**config.mk**
```make
export PLATFORM = sky130hd
export DESIGN_NAME = cfg_pla
export DESIGN_NICKNAME = d
export VERILOG_FILES = /design/src/rtl/pla_cfg_chain.sv /design/src/rtl/pla_and_plane.sv /design/src/rtl/pla_or_plane.sv /design/src/rtl/cfg_pla.sv
export SDC_FILE = /design/constraint.sdc
export NUM_CORES = 1
export LEC_CHECK = 0
export BUFFER_PORTS_ARGS = -buffer_cell sky130_fd_sc_hd__buf_2
export CAP_MARGIN = 20
export CORE_UTILIZATION = 35
export DETAILED_ROUTE_END_ITERATION = 10
export PLACE_DENSITY = 0.59
export SKIP_CTS_REPAIR_TIMING = 1
export SYNTH_ARGS = -nofsm -noshare
export SYNTH_HDL_FRONTEND = slang
export SYNTH_SLANG_ARGS = --single-unit
```
**constraint.sdc**
```tcl
create_clock -name clk -period 2.03 [get_ports clk]
set_clock_uncertainty 0.15 [all_clocks]
set_input_delay 0.203 -clock clk [delete_from_list [all_inputs] [get_ports clk]]
set_output_delay 0.203 -clock clk [all_outputs]
set_load 0.05 [all_outputs]
```
**src/rtl/pla_cfg_chain.sv**
```systemverilog
module pla_cfg_chain #(
    parameter int W = 50
) (
    input  logic         clk,
    input  logic         rst_n,
    input  logic         shift_en,
    input  logic         shift_in,
    output logic [W-1:0] bits
);

    typedef struct packed {
        logic [W-1:0] bits;
    } chain_t;

    chain_t chain_d;
    chain_t chain_q;

    always_comb begin
        chain_d = chain_q;
        if (shift_en) begin
            chain_d.bits = {shift_in, chain_q.bits[W-1:1]};
        end
    end

    always_ff @(posedge clk or negedge rst_n) begin
        if (!rst_n) begin
            chain_q <= '0;
        end else begin
            chain_q <= chain_d;
        end
    end

    assign bits = chain_q.bits;

endmodule

```
**src/rtl/pla_and_plane.sv**
```systemverilog
module pla_and_plane #(
    parameter int N_IN = 3,
    parameter int N_PT = 5,
    localparam int ROW_W = 2 * N_IN,
    localparam int SEL_W = N_PT * ROW_W
) (
    input  logic [N_IN-1:0]  lit_in,
    input  logic [SEL_W-1:0] sel,
    output logic [N_PT-1:0]  term
);

    // Literal vector: even slots carry the true input, odd slots the inverse.
    logic [ROW_W-1:0] lits;

    for (genvar i = 0; i < N_IN; i++) begin : g_lit
        assign lits[2*i]     = lit_in[i];
        assign lits[2*i + 1] = ~lit_in[i];
    end

    // An unselected literal contributes 1; an empty row is therefore 1.
    for (genvar p = 0; p < N_PT; p++) begin : g_row
        logic [ROW_W-1:0] row_sel;
        assign row_sel = sel[p*ROW_W +: ROW_W];
        assign term[p] = &(~row_sel | lits);
    end

endmodule

```
**src/rtl/pla_or_plane.sv**
```systemverilog
module pla_or_plane #(
    parameter int N_PT  = 5,
    parameter int N_OUT = 4,
    localparam int SEL_W = N_OUT * N_PT
) (
    input  logic [N_PT-1:0]  term,
    input  logic [SEL_W-1:0] sel,
    output logic [N_OUT-1:0] sum
);

    for (genvar o = 0; o < N_OUT; o++) begin : g_col
        logic [N_PT-1:0] col_sel;
        assign col_sel = sel[o*N_PT +: N_PT];
        assign sum[o]  = |(col_sel & term);
    end

endmodule

```
**src/rtl/cfg_pla.sv**
```systemverilog
module cfg_pla #(
    parameter int N_IN  = 3,
    parameter int N_PT  = 5,
    parameter int N_OUT = 4
) (
    input  logic             clk,
    input  logic             rst_n,
    input  logic             cfg_en,
    input  logic             cfg_si,
    input  logic [N_IN-1:0]  pla_in,
    output logic [N_OUT-1:0] pla_out
);

    localparam int AND_W = N_PT * 2 * N_IN;
    localparam int OR_W  = N_OUT * N_PT;
    localparam int CFG_W = AND_W + OR_W;

    logic [CFG_W-1:0] cfg_bits;
    logic [N_PT-1:0]  pt_vec;
    logic [N_OUT-1:0] sum_vec;

    pla_cfg_chain #(
        .W (CFG_W)
    ) u_chain (
        .clk      (clk),
        .rst_n    (rst_n),
        .shift_en (cfg_en),
        .shift_in (cfg_si),
        .bits     (cfg_bits)
    );

    pla_and_plane #(
        .N_IN (N_IN),
        .N_PT (N_PT)
    ) u_and (
        .lit_in (pla_in),
        .sel    (cfg_bits[AND_W-1:0]),
        .term   (pt_vec)
    );

    pla_or_plane #(
        .N_PT  (N_PT),
        .N_OUT (N_OUT)
    ) u_or (
        .term (pt_vec),
        .sel  (cfg_bits[CFG_W-1:AND_W]),
        .sum  (sum_vec)
    );

    // Partially shifted patterns never reach the outputs.
    assign pla_out = cfg_en ? '0 : sum_vec;

endmodule

```
==> impl_metrics.env <==
export IMPL_run_status="complete, no violations"
export IMPL_synth_seq_cells=50
export IMPL_synthAdderAreaFrac_pct=0
export IMPL_die_area_um2=6510
export IMPL_global_route_usage_total_pct=12.1
export IMPL_top_level_ports=11
export IMPL_vias_in_the_first_global_route=1216
export IMPL_cts_clk_slew_worst_paths_ns=0.08
export IMPL_antenna_violations_before_repair=0
export IMPL_drc_errors=0
export IMPL_synth_area_in_compound_gates_pct=3.92
export IMPL_syn_inst=145
export IMPL_synth_xor_area_share_pct=0
export IMPL_timing_hold_violations_final=0
export IMPL_dr_first_iter_drc_count=36
export IMPL_final_period_minus_worst_setup_slack_ns=1.93
export IMPL_wl_per_cell_um=15.2
export IMPL_grt_setup_unrepaired="true"
export IMPL_startpoint_type="register"
export IMPL_design_area_um2=2430
export IMPL_grt_start_max_net_pins=22
export IMPL_worstPathRequired_ns=1.68
export IMPL_cpMaxStageDelayCell="sky130_fd_sc_hd__dfrtp_1"
export IMPL_core_area_um2=5960
export IMPL_setup_viol=0
export IMPL_final_layout_size_suffix_gt1_share_pct=48.4
export IMPL_synth_area_mux_share_pct=32.9
export IMPL_worst_path_largest_cell_delay_ns=0.41
export IMPL_synth_area_um2=2170
export IMPL_worstHoldPathType="in -> async"
export IMPL_synth_distinct_cells=11
export IMPL_h_tree_depth=2
export IMPL_critPathArrivalTime_ns=1.58
export IMPL_power_density_cell_area_nw_per_um2=1080
export IMPL_fin_util_pct=40.9
export IMPL_grt_remaining_overflow=0
export IMPL_tightestPinTransition_ns=0.470
export IMPL_chipHeight_um=80.7
export IMPL_combinational_family_with_the_most_area_after_synthesis="multiplexers"
export IMPL_global_route_wire_length_before_repair_um=5850
export IMPL_place_area_um2=2300
export IMPL_dp_cells=226
export IMPL_vias_per_cell=5.08
export IMPL_clock_fmax_mhz=517
export IMPL_min_period_over_period_pct=95.3
export IMPL_worstPathCellList="mux2i_1, and3_4, a22oi_1, a31oi_1, buf_4"
export IMPL_slew_headroom_pct=68.7
export IMPL_design_final_nets=168
export IMPL_cts_sink_count=50
export IMPL_ir_worst_vdd_mv=0.526
export IMPL_die_width_um=80.7
export IMPL_max_fo_critical_path=4
export IMPL_gp_congestion=0.762
export IMPL_p_leak_nw=1.16
export IMPL_dr_pass1_iters=4
export IMPL_wirelength_um=3580
export IMPL_synth_warnings=0
export IMPL_route_antenna_remaining_nets=0
export IMPL_clockRootBuffer="sky130_fd_sc_hd__clkbuf_8"
export IMPL_area_growth_synth_to_final_pct=12.3
export IMPL_cts_max_path_buffers=2
export IMPL_floorplan_rows=28
export IMPL_critPathCaptureType="primary output"
export IMPL_timing_max_transition_violations_final=0
export IMPL_yosys_area_share_simple_pct=2.54
export IMPL_worst_hold_slack_ns=0.233
export IMPL_antennaDiodeCount=0
export IMPL_timing_setup_critical_path_class="reg -> out"
export IMPL_port_buffers=10
export IMPL_clock_tree_from_tritoncts="built"
export IMPL_worstSkewPairLatency_ns=0.29
export IMPL_routed_via_count=1200
export IMPL_start_util_pct=36.4
export IMPL_largest_register_ffs=50
export IMPL_timing_setup_tns_ns=0
export IMPL_post_layout_nonfiller_instances=236
export IMPL_synthesis_area_per_instance_um2=15.0
export IMPL_net_count_after_synthesis=152
export IMPL_cts_made_buffers=5
export IMPL_hpwl_um=2590
export IMPL_maxCapViolations=0
export IMPL_synth_yosys_seq_area_share_pct=57.7
[placed cells by master (no fill, tap or decap)]
cell                            Yosys  routed
sky130_fd_sc_hd__dlygate4sd3_1      0       2
sky130_fd_sc_hd__mux2i_1           15      15
sky130_fd_sc_hd__and3_2             3       1
sky130_fd_sc_hd__buf_2              6       6
sky130_fd_sc_hd__clkbuf_1           0       2
sky130_fd_sc_hd__buf_12             0       1
sky130_fd_sc_hd__a31oi_1            4       4
sky130_fd_sc_hd__buf_4              0       9
sky130_fd_sc_hd__clkbuf_8           0       5
sky130_fd_sc_hd__a22oi_1            8       6
sky130_fd_sc_hd__dfrtp_1           50      50
sky130_fd_sc_hd__a22oi_2            0       2
sky130_fd_sc_hd__and3_4             1       4
sky130_fd_sc_hd__nand2_1            4       4
sky130_fd_sc_hd__mux2_2            50      50
[per-layer routing]
layer  vias to the layer above  GRT usage (%)  part of all wire, %
met5                         -              0                    0
met4                         0           3.75                  1.4
met3                         5           3.07                  2.3
met2                        15           20.7                   51
met1                       617           14.8                   46
li1                        563              -                    -
[Yosys cell counts, drive strengths merged]
library cell  number  share of area, %
a22oi              8               2.8
buf                9               2.9
a31oi              4               1.2
mux2i             15               6.9
nand2              4              0.69
dfrtp             50                58
and3               5               1.8
mux2              50                26
[final cells by class]
type,count,area (um^2)
Fill cell,559,3520
Multi-Input combinational cell,86,876
Sequential cell,50,1250
Tap cell,75,93.8
Timing Repair Buffer,18,138
Clock buffer,7,76.3
[critical path, delay by kind of cell, from the launching register on]
kind | cells | cell delay, ns
DFF | 1 | 0.41
buffers and inverters | 1 | 0.23
and+or+nand+nor | 1 | 0.24
muxes | 1 | 0.14
AOI/OAI and AO/OA | 2 | 0.27
[metrics by stage]
stage          power [mW]  setup WS, ns
2_1_floorplan        1.89        0.0186
3_3_place_gp         2.04         0.238
3_5_place_dp         2.07         0.256
4_1_cts              2.60        0.0113
5_1_grt              2.80       -0.0212
6_report             2.63        0.0951
[cell families (layout without fill, tap and decap cells)]
group,Yosys count,in the layout
mux,65,65
compound gates,12,12
buf+inv,9,25
flops,50,50
simple gates,9,9
[path summary, 6_finish.rpt]
kind	startpoint	to	slack [ns]	depth (start not counted)
setup / recovery	u_chain.bits[11]	pla_out[1]	0.1	5
hold / removal	rst_n	u_chain.bits[33]	0.23	2
setup reg to reg	u_chain.bits[24]	u_chain.bits[24]	0.99	2
hold reg to reg	u_chain.bits[0]	u_chain.bits[0]	0.36	1
max in group asynchronous	rst_n	u_chain.bits[37]	0.92	3
min in group clk	cfg_en	u_chain.bits[26]	0.32	2
[power breakdown]
part	total, mW	switching, mW	internal [mW]
sequential	1.43	0.182	1.25
combinational	0.674	0.297	0.377
clock	0.529	0.292	0.238
total	2.63	0.771	1.86
Note: power is estimated with default switching activity, not from simulation.
